<file path="config.mk">
export PLATFORM = sky130hd
export DESIGN_NAME = mii_mgmt_frontend
export DESIGN_NICKNAME = d
export VERILOG_FILES = /design/src/rtl/mii_mgmt_pkg.sv /design/src/rtl/mii_mgmt_decode.sv /design/src/rtl/mii_phy_model.sv /design/src/rtl/mii_gen_reg.sv /design/src/rtl/mii_mgmt_frontend.sv
export SDC_FILE = /design/constraint.sdc
export NUM_CORES = 1
export LEC_CHECK = 0
export CELL_PAD_IN_SITES_DETAIL_PLACEMENT = 1
export CELL_PAD_IN_SITES_GLOBAL_PLACEMENT = 1
export CORE_MARGIN = 1.5
export CORE_UTILIZATION = 47
export CTS_CLUSTER_DIAMETER = 100
export DETAILED_ROUTE_END_ITERATION = 7
export DONT_BUFFER_PORTS = 1
export PLACE_DENSITY = 0.75
export SLEW_MARGIN = 20
export SYNTH_ARGS = -nofsm -noshare
export SYNTH_HDL_FRONTEND = slang
export SYNTH_HIERARCHICAL = 1
export SYNTH_SLANG_ARGS = --single-unit
</file>
<file path="constraint.sdc">
create_clock -name clk -period 2 [get_ports clk]
set_input_delay 0.4 -clock clk [delete_from_list [all_inputs] [get_ports clk]]
set_output_delay 0.4 -clock clk [all_outputs]
set_load 0.01 [all_outputs]
</file>
<file path="src/rtl/mii_mgmt_pkg.sv">
package mii_mgmt_pkg;

    // Management operation kinds chosen per host write
    typedef enum logic [1:0] {
        MG_IDLE,
        MG_READ,
        MG_WRITE
    } mg_op_e;

    // Access rule of a generic host register
    typedef enum logic {
        ACC_RW,
        ACC_W1C
    } acc_e;

    // Host register indices
    localparam int IDX_CMD     = 0;
    localparam int IDX_ADDR    = 1;
    localparam int IDX_CTRL    = 2;
    localparam int IDX_STAT    = 3;
    localparam int IDX_SCRATCH = 4;
    localparam int IDX_FLAGS   = 5;
    localparam int IDX_ID      = 6;

    // PHY register numbers with a defined response
    localparam logic [4:0] PHY_REG_CTRL  = 5'd0;
    localparam logic [4:0] PHY_REG_STAT  = 5'd1;
    localparam logic [4:0] PHY_REG_GSTAT = 5'd10;

    localparam int          PHY_W        = 16;
    localparam logic [15:0] CTRL_DROP    = 16'h8100;  // reset and duplex bits
    localparam logic [15:0] GSTAT_VALUE  = 16'h3000;  // both receivers OK
    localparam int          LINK_BIT     = 2;

endpackage

</file>
<file path="src/rtl/mii_mgmt_decode.sv">
module mii_mgmt_decode
    import mii_mgmt_pkg::*;
#(
    parameter int IDX_W = 4
) (
    input  logic             wr_en,
    input  logic [IDX_W-1:0] wr_idx,
    input  logic             wr_rd_bit,
    input  logic             cmd_rd_q,
    output mg_op_e           op
);

    always_comb begin
        op = MG_IDLE;
        if (wr_en) begin
            case (wr_idx)
                IDX_W'(IDX_CMD):  op = (wr_rd_bit && !cmd_rd_q) ? MG_READ : MG_IDLE;
                IDX_W'(IDX_CTRL): op = MG_WRITE;
                default:          op = MG_IDLE;
            endcase
        end
    end

endmodule

</file>
<file path="src/rtl/mii_phy_model.sv">
module mii_phy_model
    import mii_mgmt_pkg::*;
(
    input  logic             clk,
    input  logic             rst_n,
    input  mg_op_e           op,
    input  logic [4:0]       reg_sel,
    input  logic [PHY_W-1:0] wdata,
    input  logic             link_up,
    output logic [PHY_W-1:0] phy_ctrl,
    output logic [PHY_W-1:0] phy_stat,
    output logic [PHY_W-1:0] result_q
);

    logic             link_q;
    logic [PHY_W-1:0] rd_val;

    always_ff @(posedge clk or negedge rst_n) begin
        if (!rst_n) link_q <= 1'b0;
        else        link_q <= link_up;
    end

    always_comb begin
        phy_stat           = '0;
        phy_stat[LINK_BIT] = link_q;
    end

    always_comb begin
        case (reg_sel)
            PHY_REG_CTRL:  rd_val = phy_ctrl;
            PHY_REG_STAT:  rd_val = phy_stat;
            PHY_REG_GSTAT: rd_val = GSTAT_VALUE;
            default:       rd_val = '0;
        endcase
    end

    always_ff @(posedge clk or negedge rst_n) begin
        if (!rst_n) begin
            phy_ctrl <= '0;
            result_q <= '0;
        end else begin
            unique case (op)
                MG_READ:  result_q <= rd_val;
                MG_WRITE: if (reg_sel == PHY_REG_CTRL) phy_ctrl <= wdata & ~CTRL_DROP;
                MG_IDLE:  ;
                default:  ;
            endcase
        end
    end

endmodule

</file>
<file path="src/rtl/mii_gen_reg.sv">
module mii_gen_reg
    import mii_mgmt_pkg::*;
#(
    parameter int   W   = 32,
    parameter acc_e ACC = ACC_RW
) (
    input  logic         clk,
    input  logic         rst_n,
    input  logic         we,
    input  logic [W-1:0] wdata,
    input  logic [W-1:0] set_bits,
    output logic [W-1:0] q
);

    logic [W-1:0] base;

    generate
        if (ACC == ACC_W1C) begin : g_w1c
            assign base = we ? (q & ~wdata) : q;
        end else begin : g_rw
            assign base = we ? wdata : q;
        end
    endgenerate

    always_ff @(posedge clk or negedge rst_n) begin
        if (!rst_n) q <= '0;
        else        q <= base | set_bits;
    end

endmodule

</file>
<file path="src/rtl/mii_mgmt_frontend.sv">
module mii_mgmt_frontend
    import mii_mgmt_pkg::*;
#(
    parameter int              DATA_W   = 32,
    parameter int              IDX_W    = 4,
    parameter logic [DATA_W-1:0] ID_VALUE = 32'h00A5_0001
) (
    input  logic              clk,
    input  logic              rst_n,
    input  logic              wr_en,
    input  logic [IDX_W-1:0]  wr_idx,
    input  logic [DATA_W-1:0] wr_data,
    input  logic [IDX_W-1:0]  rd_idx,
    output logic [DATA_W-1:0] rd_data,
    input  logic              link_up,
    input  logic [DATA_W-1:0] flag_set
);

    localparam int PAD_W  = DATA_W - PHY_W;
    localparam int BANK_N = 2;

    logic [DATA_W-1:0] cmd_q, addr_q, ctrl_q;
    logic [PHY_W-1:0]  phy_ctrl, phy_stat, stat_res;
    logic [DATA_W-1:0] bank_q [BANK_N];
    mg_op_e            op;

    mii_mgmt_decode #(.IDX_W(IDX_W)) u_dec (
        .wr_en     (wr_en),
        .wr_idx    (wr_idx),
        .wr_rd_bit (wr_data[0]),
        .cmd_rd_q  (cmd_q[0]),
        .op        (op)
    );

    always_ff @(posedge clk or negedge rst_n) begin
        if (!rst_n) begin
            cmd_q  <= '0;
            addr_q <= '0;
            ctrl_q <= '0;
        end else if (wr_en) begin
            if (wr_idx == IDX_W'(IDX_CMD))  cmd_q  <= wr_data;
            if (wr_idx == IDX_W'(IDX_ADDR)) addr_q <= wr_data;
            if (wr_idx == IDX_W'(IDX_CTRL)) ctrl_q <= {{PAD_W{1'b0}}, wr_data[PHY_W-1:0]};
        end
    end

    mii_phy_model u_phy (
        .clk      (clk),
        .rst_n    (rst_n),
        .op       (op),
        .reg_sel  (addr_q[4:0]),
        .wdata    (wr_data[PHY_W-1:0]),
        .link_up  (link_up),
        .phy_ctrl (phy_ctrl),
        .phy_stat (phy_stat),
        .result_q (stat_res)
    );

    generate
        for (genvar g = 0; g < BANK_N; g++) begin : g_bank
            localparam acc_e ACC = (g == 0) ? ACC_RW : ACC_W1C;
            localparam int   IDX = IDX_SCRATCH + g;
            mii_gen_reg #(.W(DATA_W), .ACC(ACC)) u_reg (
                .clk      (clk),
                .rst_n    (rst_n),
                .we       (wr_en && (wr_idx == IDX_W'(IDX))),
                .wdata    (wr_data),
                .set_bits ((ACC == ACC_W1C) ? flag_set : {DATA_W{1'b0}}),
                .q        (bank_q[g])
            );
        end
    endgenerate

    always_comb begin
        case (rd_idx)
            IDX_W'(IDX_CMD):     rd_data = cmd_q;
            IDX_W'(IDX_ADDR):    rd_data = addr_q;
            IDX_W'(IDX_CTRL):    rd_data = ctrl_q;
            IDX_W'(IDX_STAT):    rd_data = {{PAD_W{1'b0}}, stat_res};
            IDX_W'(IDX_SCRATCH): rd_data = bank_q[0];
            IDX_W'(IDX_FLAGS):   rd_data = bank_q[1];
            IDX_W'(IDX_ID):      rd_data = ID_VALUE;
            default:             rd_data = '0;
        endcase
    end

endmodule

</file>
# Yosys cells after proc, flatten, opt, wreduce, memory -nomap -nowiden
# Cells that the tools add are included.
word_totals:
  regBits: 175
  out_inout_bits: 32
  word_cells: 42
op_classes:
  n_eq_ne: 14
  n_mux: 6
  bitwise: 3
  n_reduce_logical: 11
op_table:
  columns: ["operator", "n"]
  rows:
  - ["one-hot mux 32 bit (7 select lines)", 1]
  - ["one-hot mux 15 bit (3 select lines)", 1]
  - ["AND 32 bit", 1]
  - ["two-way mux 32 bit", 1]
  - ["inverter 32 bit", 1]
  - ["bitwise OR 32 bit", 1]
  - ["== test 4 x 3 -> 1 bit, second input constant", 5]
  - ["== test 4 x 2 -> 1 bit, second input constant", 3]
  - ["== test 4 x 1 -> 1 bit, second input constant", 2]
  - ["logical NOT 4 bit", 2]
  - ["AND reduction 2 bit", 4]
  - ["== test 5 x 1 -> 1 bit, second input constant", 1]
  - ["== test 5 x 4 -> 1 bit, second input constant", 1]
  - ["logical NOT 5 bit", 1]
  - ["one-hot mux 2 bit (2 select lines)", 1]
  - ["logical AND 1 bit", 3]
  - ["== test 2 x 1 -> 1 bit, second input constant", 1]
  - ["== test 2 bit, second input constant", 1]
  - ["two-way mux 2 bit", 1]
  - ["logical NOT 1 bit", 1]
  - ["two-way mux 1 bit", 1]

# Longest topological paths before layout
# Gate-level depths: netlist (run 1).
depth:
  ltp_word: 7
  mapped_depth: 6
  ltp_nobuf: 5

# Hierarchy
# The synthesis (run 1) kept the hierarchy.
modules_own_cells:
  columns: ["module", "instances", "cells_each", "area_per_inst_um2", "seq_area_each_um2"]
  rows:
  - ["mii_mgmt_frontend", 1, 333, 4332.9, 2001.9]
  - ["mii_phy_model", 1, 120, 1363.8, 725.7]
  - ["mii_gen_reg at g_bank[0].u_reg", 1, 103, 1347.5, 800.8]
  - ["mii_gen_reg at g_bank[1].u_reg", 1, 99, 1194.9, 800.8]
  - ["mii_mgmt_decode", 1, 4, 32.5, 0.0]

# Least setup slack after synthesis (run 1)
# Ideal clock, no wire load.
synth_path:
  path_kind: "input to register"
  from: "input port wr_idx[3]"
  to: "register u_phy.phy_ctrl[0]"
  setup_time_ns: 0.125
  t_arrival_ns: 1.912
  t_required_ns: 1.875
  path_slack_ns: -0.037
  path_stages: 5
  path_cell_list: "or4b_1 > nor4b_2 > nand4b_4 > buf_6 > mux2_4"
synth_between:
  elab_chain_len: 5
synth_lines:
  columns: ["item", "line_no", "text"]
  rows:
  - ["start: declaration", "mii_mgmt_frontend.sv:11", "input logic [IDX_W-1:0] wr_idx,"]
  - ["== test 4 x 2 -> 1 bit / logical NOT 4 bit (equally long branches)", "mii_mgmt_decode.sv:16", "case (wr_idx)"]
  - ["one-hot mux 2 bit (2 select lines) (*)", "mii_mgmt_decode.sv:16", null]
  - ["two-way mux 2 bit (*)", "mii_mgmt_decode.sv:15", "if (wr_en) begin"]
  - ["named net op[0]", "mii_mgmt_frontend.sv:25", "mg_op_e op;"]
  - ["== test 2 bit (*)", "mii_phy_model.sv:42", "unique case (op)"]
  - ["AND reduction 2 bit (no line) (*)", null, null]
  - ["end signal: assignment", "mii_phy_model.sv:44", "MG_WRITE: if (reg_sel == PHY_REG_CTRL) phy_ctrl <= wdata & ~CTRL_DROP;"]
  - ["end: declaration", "mii_phy_model.sv:10", "output logic [PHY_W-1:0] phy_ctrl,"]
# The timed path passes the listed nets; every way through them passes the cells marked *.
# A chain may end at the register's enable or synchronous reset.

# Worst setup path after layout (run 1)
layout_path:
  from: "register u_phy.result_q[9]"
  to: "output port rd_data[9]"
layout_between:
  elab_chain_len: 1
layout_lines:
  columns: ["item", "line_no", "text"]
  rows:
  - ["start: declaration", "mii_phy_model.sv:12", "output logic [PHY_W-1:0] result_q"]
  - ["start signal: assignment", "mii_phy_model.sv:43", "MG_READ: result_q <= rd_val;"]
  - ["one-hot mux 32 bit (7 select lines)", "mii_mgmt_frontend.sv:75", "case (rd_idx)"]
  - ["end: declaration", "mii_mgmt_frontend.sv:14", "output logic [DATA_W-1:0] rd_data,"]
# Every way passes these cells.

==> metrics, run 1 <==
Final Setup Violations=6; status=finished with violations; # IOs=108; routed vias/inst=5.85; cell row count=47; power density cells=roughly 940 nW/um2; setup ws final=-143 ps; final hold slack=-338 ps; Area growth, synth to finish=12.3%; Vias=5314; Ys Warns=6; Wirelength per Cell=23.0 um; VDD IR max=between 0.5 and 0.6 mV; clock skew=7.99 ps; filler instances=1695; worst skew pair latency=440 ps; Synth Instances=641; crit path launch type=flop; Max Cap Viol=0; CP Max Fanout=2; data required time of the worst path=1600 ps; DP Worst Slack=-154 ps; Leakage=about 0.0037 uW; violated checks=negative hold slack, negative setup slack; CTS root buffer=clkbuf_16; total CTS buffers=17; WS Path Type=reg2out; Post-DRT Antenna Nets=0; Min-Delay Path Class=in2async; Max Freq=467 MHz; fin crit period=2140 ps; core area=16800 um2; GRT overflow=0; final core occ=between 50 and 60%; post-DP HPWL=13300 um; Initial Util=48.5%; gr usage total=between 20% and 30%; Pwr Total=8640 uW; endpoint class of the critical path=output port; number of H-tree levels=4; Critical Path Start=u_phy/result_q[9]; flop2flop setup slack=280 ps; mean post-synth cell area=12.7 um2; initial drt markers=287; sw power=2180 uW; DRC=0; Clock Pin Slew Worst Setup and Hold Paths=70 ps; reg2reg start=addr_q[4]; CTS tree=yes; largest net degree at the start of global routing=174; RePlAce Congestion=about 0.75; clock sink count=173; mapped cell area=8140 um2; clk buf depth=2; first-pass GRT wire length=33100 um; Max Slew Vio Count=0; ANT cells=0; die width=135 um; vias in the first global route=6062; clock network power share=38.2%; internal power component=6460 uW; die height=135 um; drt first pass iters=4; switch share=approximately a quarter; share of post-route cells with drive strength above 1=27.0%; initial antenna violation count=0; final net count=751; WP data arrival=between 1500 and 2000 ps; fin crit share=107%; Buffers on Ports=0; final hold violations=~170; Comb pwr share=about an eighth; CTS Hold Bufs=1; Flop pwr share=49.3%; RSZ-0062 raised after global routing=true; Die ar.=approximately 18000 um2; WL final=20900 um
-- metal layers --
metal	share of wire [%]	GRT usage (%)	vias up
met2	50	40.8	128
met5	0	0	-
li1	-	-	2344
met3	5.9	7.06	24
met4	1.5	7.65	0
met1	43	30.8	2818
-- metrics by stage --
step	area, um2	std cells	hold WS, ps	setup TNS [ps]
6_report	9140	908	-338	-566
4_1_cts	9130	908	-358	-757
2_1_floorplan	8270	673	104	-91.7
3_3_place_gp	8510	873	110	-929
5_1_grt	9140	908	-367	-1040
3_5_place_dp	8510	873	112	-1640
-- critical path, stage by stage, from the launching register on --
cell and delay [ps]:
dfrtp_1 400, mux4_2 490, a222oi_1 280, inv_1 140
-- layout make-up --
cell class	instances	area, um2	area share [%]
clock buffers	18	439	4.80
inverters	8	30.0	0.328
repair buffers	23	225	2.46
flip-flops and latches	173	4330	47.4
clock inverters	14	150	1.64
well taps	220	275	3.01
multi-input cells	452	3690	40.4
-- repair_timing --
item | 4_1_cts | 5_1_grt
setup endpoints to repair | 8 | 10
pin swaps | 2 | 2
endpoints found under the hold margin | 174 | 173
setup buffers | 2 | 0
resized for setup | 1 | 4
-- power by group through the flow --
stage	Combinational, uW	Sequential, uW	Clock [uW]
6_report	1080	4260	3300
5_1_grt	1170	4320	3510
4_1_cts	1080	4260	3370
2_1_floorplan	925	4220	0
3_3_place_gp	991	4280	0
3_5_place_dp	1050	4330	0
-- worst paths after layout --
kind	end	depth (start not counted)
setup / recovery	rd_data[9]	3
hold / removal	ctrl_q[6]	0
setup reg to reg	u_phy/phy_ctrl[3]	4
hold reg to reg	g_bank[1].u_reg/q[28]	1
max in group asynchronous	g_bank[0].u_reg/q[23]	0
min in group clk	g_bank[1].u_reg/q[28]	1
-- flip-flops by register name, summed over array words and instances (netlist names) --
register and flops:
g_bank.u_reg/q 64, addr_q 32, u_phy/link_q 1, cmd_q 32, ctrl_q 16, u_phy/result_q 14, u_phy/phy_ctrl 14
-- cells in the final DEF, fill, tap and decap left out, types with 4 or more instances in the layout --
cell type    n
nand2b_1     6
mux2_2      77
a222oi_1     6
a21o_1      32
buf_12       4
a32oi_1      5
a22oi_1      5
inv_6        6
a21oi_1     10
buf_4       18
o21ai_0     17
mux4_2      19
inv_1        8
o22ai_1      4
dfrtp_1    172
a221o_1      4
nor2b_1     49
conb_1      34
nand2_1     63
mux2i_1     11
mux2_4      20
nor2_1      19
a211o_1     32
clkbuf_16   17
(Power assumes the default switching activity.)
==> run 2: changes to the inputs <==
--- a/config.mk
+++ b/config.mk
@@ -12,7 +12,7 @@
 export CTS_CLUSTER_DIAMETER = 100
 export DETAILED_ROUTE_END_ITERATION = 7
 export DONT_BUFFER_PORTS = 1
-export PLACE_DENSITY = 0.75
+export PLACE_DENSITY = 0.8
 export SLEW_MARGIN = 20
 export SYNTH_ARGS = -nofsm -noshare
 export SYNTH_HDL_FRONTEND = slang
==> run 2 against run 1 <==
  * The run still ends with negative hold slack, negative setup slack left
  * Power fell by 1.1%
  * Clock power fell by 5%
  * Sequential power barely moved
  * Final cell count rose by 0.55%
  * Non-clock buffer count rose by 5
  * Sequential share of layout area fell by 0.15 points
  * Combinational power barely moved
  * Register-to-register slack barely moved
==> metrics, run 2 (synthesis gave the netlist of run 1 again) <==
status=finished with violations; violated checks=negative hold slack, negative setup slack; drt first pass iters=5 (+1); Critical Path Start=u_phy/result_q[12]; Post-DRT Antenna Nets=0 (unchanged); CP Max Fanout=2 (unchanged); Area growth, synth to finish=12.7%; first-pass GRT wire length=34500 um (+4.0%); final core occ=54.7% (+0.17 points); setup_tns=-458 ps (+108 ps); worst skew pair latency=440 ps (about the same); Max Freq=475 MHz (+1.7%); vias in the first global route=6337 (+4.5%); power density cells=932 nW/um2 (-1.4%); gr usage total=25.1% (+0.66 points); number of H-tree levels=4 (unchanged); gr busiest metal=met2; crit path launch type=flop; commonest cells after routing, fill and taps aside=dfrtp_1 (172), mux2_2 (77), nand2_1 (63), nor2b_1 (49), conb_1 (34); CTS root buffer=clkbuf_16; DP Worst Slack=-142 ps (+11.7 ps); WP data arrival=1710 ps (-30 ps); Wirelength per Cell=23.5 um (+2.2%); Die ar.=18100 um2 (unchanged); Min-Delay Path Class=in2async; Max Cap Viol=0 (unchanged); Pwr Total=8540 uW (-1.1%); final hold slack=-338 ps (+0.140 ps); clock skew=15.4 ps (+7.41 ps); Tightest Pin Transition=roughly 530 ps; final net count=756 (+0.67%); GR Layer Usage met2=42.2% (+1.4 points); Initial Util=48.5% (unchanged); final hold violations=173 (unchanged); setup ws final=-107 ps (+36.0 ps); grt met3 use=6.76% (-0.30 points); core area=16800 um2 (unchanged); CTS tree=yes; die height=135 um (unchanged); Leakage=0.00374 uW (+0.55%); most flop-heavy register=g_bank.u_reg/q; cell row count=47 (unchanged); total CTS buffers=17 (unchanged); grt met1 use=31.7% (+0.86 points); initial antenna violation count=0 (unchanged); routed vias/inst=5.93 (+1.4%); reg2reg start=addr_q[4]; Vias=5418 (+2.0%); RSZ-0062 raised after global routing=true; clk buf depth=2 (unchanged); DRC=0 (unchanged); largest net degree at the start of global routing=174 (unchanged); initial drt markers=368 (+28%); WS Path Type=reg2out; Rel. slew slack=64.4%; Max Slew Vio Count=0 (unchanged); post-DP HPWL=14100 um (+5.9%); biggest regs=g_bank.u_reg/q x64, addr_q x32, cmd_q x32; # IOs=108 (unchanged); ANT cells=0 (unchanged); Clock Pin Slew Worst Setup and Hold Paths=60 ps (about the same); die width=135 um (unchanged); GRT overflow=0 (unchanged); commonest non-fill, non-tap cell in the layout=dfrtp_1; Buffers on Ports=0 (unchanged); Final Setup Violations=7 (+1); data required time of the worst path=1600 ps (about the same); fin crit period=2110 ps (-36.0 ps); WL final=21400 um (+2.7%); endpoint class of the critical path=output port; CTS Hold Bufs=1 (unchanged); fin crit share=105% (-1.8 points); RePlAce Congestion=0.824 (+9.5%); number of flip-flops under the largest register name=64 (unchanged); clock sink count=173 (unchanged); VDD IR max=0.662 mV (+16%); share of post-route cells with drive strength above 1=27.7% (+0.67 points)
-- run 2: cell count changes in the layout (fill, tap and decap cells not counted), moves of 2 or more --
cell	change
buf_4	+5
clkbuf_8	+4
inv_6	-3
inv_8	-2
-- run 2: stage by stage --
step / cell area [um2] / cells
2_1_floorplan: 8270 / 673
3_3_place_gp: 8530 / 875
3_5_place_dp: 8530 / 875
4_1_cts: 9140 / 911
5_1_grt: 9170 / 913
6_report: 9170 / 913
-- run 2: timing repair --
item / CTS / global route
hold endpoints to repair: 174 / 173
endpoints found under the setup margin: 8 / 9
pin swaps: 1 / 2
setup buffers: 3 / 2
gates resized for setup: 3 / 4
-- run 2: final cells by class --
class / instances / area [um2]
Multi-Input combinational cell: 452 / 3700
Clock buffer: 22 / 494
Timing Repair Buffer: 28 / 263
Tap cell: 220 / 275
Fill cell: 1677 / 7590
Clock inverter: 10 / 76.3
Inverter: 8 / 30.0
Sequential cell: 173 / 4330
-- run 2: worst paths after layout --
kind	end	slack [ps]	depth (start not counted)
max in group asynchronous	addr_q[28]	2000	0
min reg2reg	g_bank[1].u_reg/q[28]	470	1
min in group clk	g_bank[1].u_reg/q[2]	50	1
max	rd_data[12]	-110	3
min	g_bank[1].u_reg/q[5]	-340	0
max reg2reg	u_phy/phy_ctrl[13]	280	4
-- run 2: worst max-delay path, stage by stage, from the launching register on --
cell	delay, ps
dfrtp_1	420
mux4_2	480
a222oi_1	240
inv_1	130
-- run 2: power breakdown --
group | total (uW) | switching, uW | leakage [uW] | internal [uW]
Sequential | 4280 | 296 | 0.00194 | 3980
Combinational | 1110 | 418 | 0.00153 | 694
Clock | 3150 | 1390 | 0.000276 | 1770
-- run 2: layer usage --
| layer | up-vias | wire length [um] |
|---|---|---|
| li1 | 2359 | - |
| met1 | 2885 | 8900 |
| met2 | 145 | 10800 |
| met3 | 29 | 1340 |
| met4 | 0 | 370 |
| met5 | - | 0 |
==> run 3: changes to the inputs <==
--- a/config.mk
+++ b/config.mk
@@ -13,6 +13,7 @@
 export DETAILED_ROUTE_END_ITERATION = 7
 export DONT_BUFFER_PORTS = 1
 export PLACE_DENSITY = 0.8
+export SKIP_LAST_GASP = 1
 export SLEW_MARGIN = 20
 export SYNTH_ARGS = -nofsm -noshare
 export SYNTH_HDL_FRONTEND = slang
==> run 3 against run 2 <==
  * The run still ends with negative hold slack, negative setup slack left
  * Register-to-register slack worse by 20 ps
  * Sequential share of layout area hardly changed
  * Die area stayed put
  * First-iteration DRC count is 2.4% lower
  * Critical path depth stayed put
  * Largest cell class unchanged
  * Highest routed layer unchanged
==> metrics, run 3 (synthesis gave the netlist of run 1 again) <==
initial antenna violation count=0 (unchanged); switch share=24.6% (about the same); Flop pwr share=50.1% (about the same); data required time of the worst path=1600 ps (about the same); die height=135 um (unchanged); fin crit period=2100 ps (-2.73 ps); commonest cells after routing, fill and taps aside=dfrtp_1 (172), mux2_2 (77), nand2_1 (63), nor2b_1 (49), conb_1 (34); cell row count=47 (unchanged); DRC=0 (unchanged); post-DP HPWL=14100 um (unchanged); ANT cells=0 (unchanged); setup ws final=-104 ps (+2.73 ps); Area growth, synth to finish=12.6% (about the same); Rel. slew slack=64.4% (about the same); drt first pass iters=4 (-1); delay-heaviest family, CP=multiplexers; power density cells=932 nW/um2 (about the same); CP Max Fanout=2 (unchanged); clk buf depth=2 (unchanged); WL final=21400 um (about the same); Comb pwr share=13.0% (about the same); CTS root buffer=clkbuf_16; initial drt markers=359 (-2.4%); final hold slack=-335 ps (+2.78 ps); final core occ=54.7% (about the same); Buffers on Ports=0 (unchanged); number of flip-flops under the largest register name=64 (unchanged); Max stage delay on crit path=480 ps (about the same); Initial Util=48.5% (unchanged); CP Cell Sequence=mux4_2, a222oi_1, inv_1; Min-Delay Path Class=in2async; violated checks=negative hold slack, negative setup slack; flop2flop setup slack=260 ps (-20 ps); CTS Hold Bufs=1 (unchanged); Tightest Pin Transition=528 ps (-0.726 ps); Die ar.=18100 um2 (unchanged); GRT overflow=0 (unchanged); status=finished with violations; area occupied by multi-input gates=3690 um2 (-0.17%); final hold violations=173 (unchanged); endpoint class of the critical path=output port; share of post-route cells with drive strength above 1=27.7% (unchanged); total CTS buffers=17 (unchanged); filler instances=1678 (+0.060%); internal power component=6440 uW (about the same); Vias=5437 (+0.35%); clock skew=10.1 ps (-5.29 ps); sw power=2100 uW (+0.11%); vias in the first global route=6337 (unchanged); Post-DRT Antenna Nets=0 (unchanged); worst skew pair latency=430 ps (about the same); largest net degree at the start of global routing=174 (unchanged); first-pass GRT wire length=34500 um (unchanged); register area=4330 um2 (unchanged); Wirelength per Cell=23.5 um (about the same); Pwr Total=8540 uW (about the same); crit path launch type=flop; crit path max-delay cell type=mux4_2; Max Slew Vio Count=0 (unchanged); Final Setup Violations=7 (unchanged); RSZ-0062 raised after global routing=true; routed vias/inst=5.96 (+0.35%); RePlAce Congestion=0.824 (unchanged); most flop-heavy register=g_bank.u_reg/q; VDD IR max=0.660 mV (-0.39%); CTS tree=yes; Clock Pin Slew Worst Setup and Hold Paths=70 ps (about the same); core area=16800 um2 (unchanged); die width=135 um (unchanged); final net count=756 (unchanged); commonest non-fill, non-tap cell in the layout=dfrtp_1; WS Path Type=reg2out; Leakage=0.00374 uW (about the same); Reg-to-Reg End=u_phy/phy_ctrl[13]; clock network power share=36.9% (about the same); fin crit share=105% (-0.14 points); clock sink count=173 (unchanged); gr usage total=25.1% (unchanged); # IOs=108 (unchanged); Max Freq=475 MHz (+0.13%); biggest regs=g_bank.u_reg/q x64, addr_q x32, cmd_q x32; FF-to-FF path depth=4 (unchanged); number of H-tree levels=4 (unchanged); Buf/Inv on CP=1 (unchanged); WP data arrival=1700 ps (about the same); reg2reg start=addr_q[4]; Max Cap Viol=0 (unchanged)
## run 3: repair_timing
action / in CTS / in global routing
pin swaps: 1 / 2
setup endpoints to repair: 8 / 9
hold endpoints to repair: 174 / 173
buffers inserted: 3 / 2
gates resized for setup: 3 / 3
## run 3: final cells by class
class,instances,area share [%]
timing repair buffer,28,2.87
multi-input combinational,452,40.3
inverter,8,0.328
tap,220,3.00
clock buffer,22,5.39
clock inverter,10,0.833
sequential,173,47.3
## run 3: worst reg2reg max path, cell delays in order (launching register included)
cell      delay (ps)
dfrtp_1          380
buf_4            150
nor3_4           270
nand4b_4         400
mux2_4           430
## run 3: worst max-delay path by stage
stage,start,endpoint,slack (ps),cells past startpoint
floorplan,wr_idx[3],u_phy/phy_ctrl[0],-9,5
global placement,wr_idx[3],u_phy/phy_ctrl[9],-80,4
detailed placement,wr_idx[3],u_phy/result_q[1],-140,7
CTS,u_phy/result_q[4],rd_data[4],-110,3
global route,u_phy/result_q[6],rd_data[6],-170,3
finish,u_phy/result_q[12],rd_data[12],-100,3
## run 3: layer usage
layer	global-route usage, %	share of wire [%]	vias up
li1	-	-	2355
met1	31.7	42	2897
met2	42.2	50	151
met3	6.76	6.3	34
met4	7.95	2.0	0
met5	0	0	-
## run 3: power by group through the flow
| stage | logic [uW] | clock network (uW) | registers [uW] |
|---|---|---|---|
| after detailed placement | 1080 | 0 | 4340 |
| after global routing | 1190 | 3370 | 4340 |
| after CTS | 1110 | 3230 | 4280 |
| after global placement | 1000 | 0 | 4280 |
| after floorplan | 925 | 0 | 4220 |
| final | 1110 | 3160 | 4280 |
## run 3: through the flow
stage	cell area, um2	std cells	setup TNS (ps)	hold WS (ps)	setup WS, ps
2_1_floorplan	8270	673	-91.7	104	-9.17
3_3_place_gp	8530	875	-932	111	-77.2
3_5_place_dp	8530	875	-2200	110	-142
4_1_cts	9140	911	-630	-354	-111
5_1_grt	9160	913	-1140	-364	-172
6_report	9160	913	-415	-335	-104
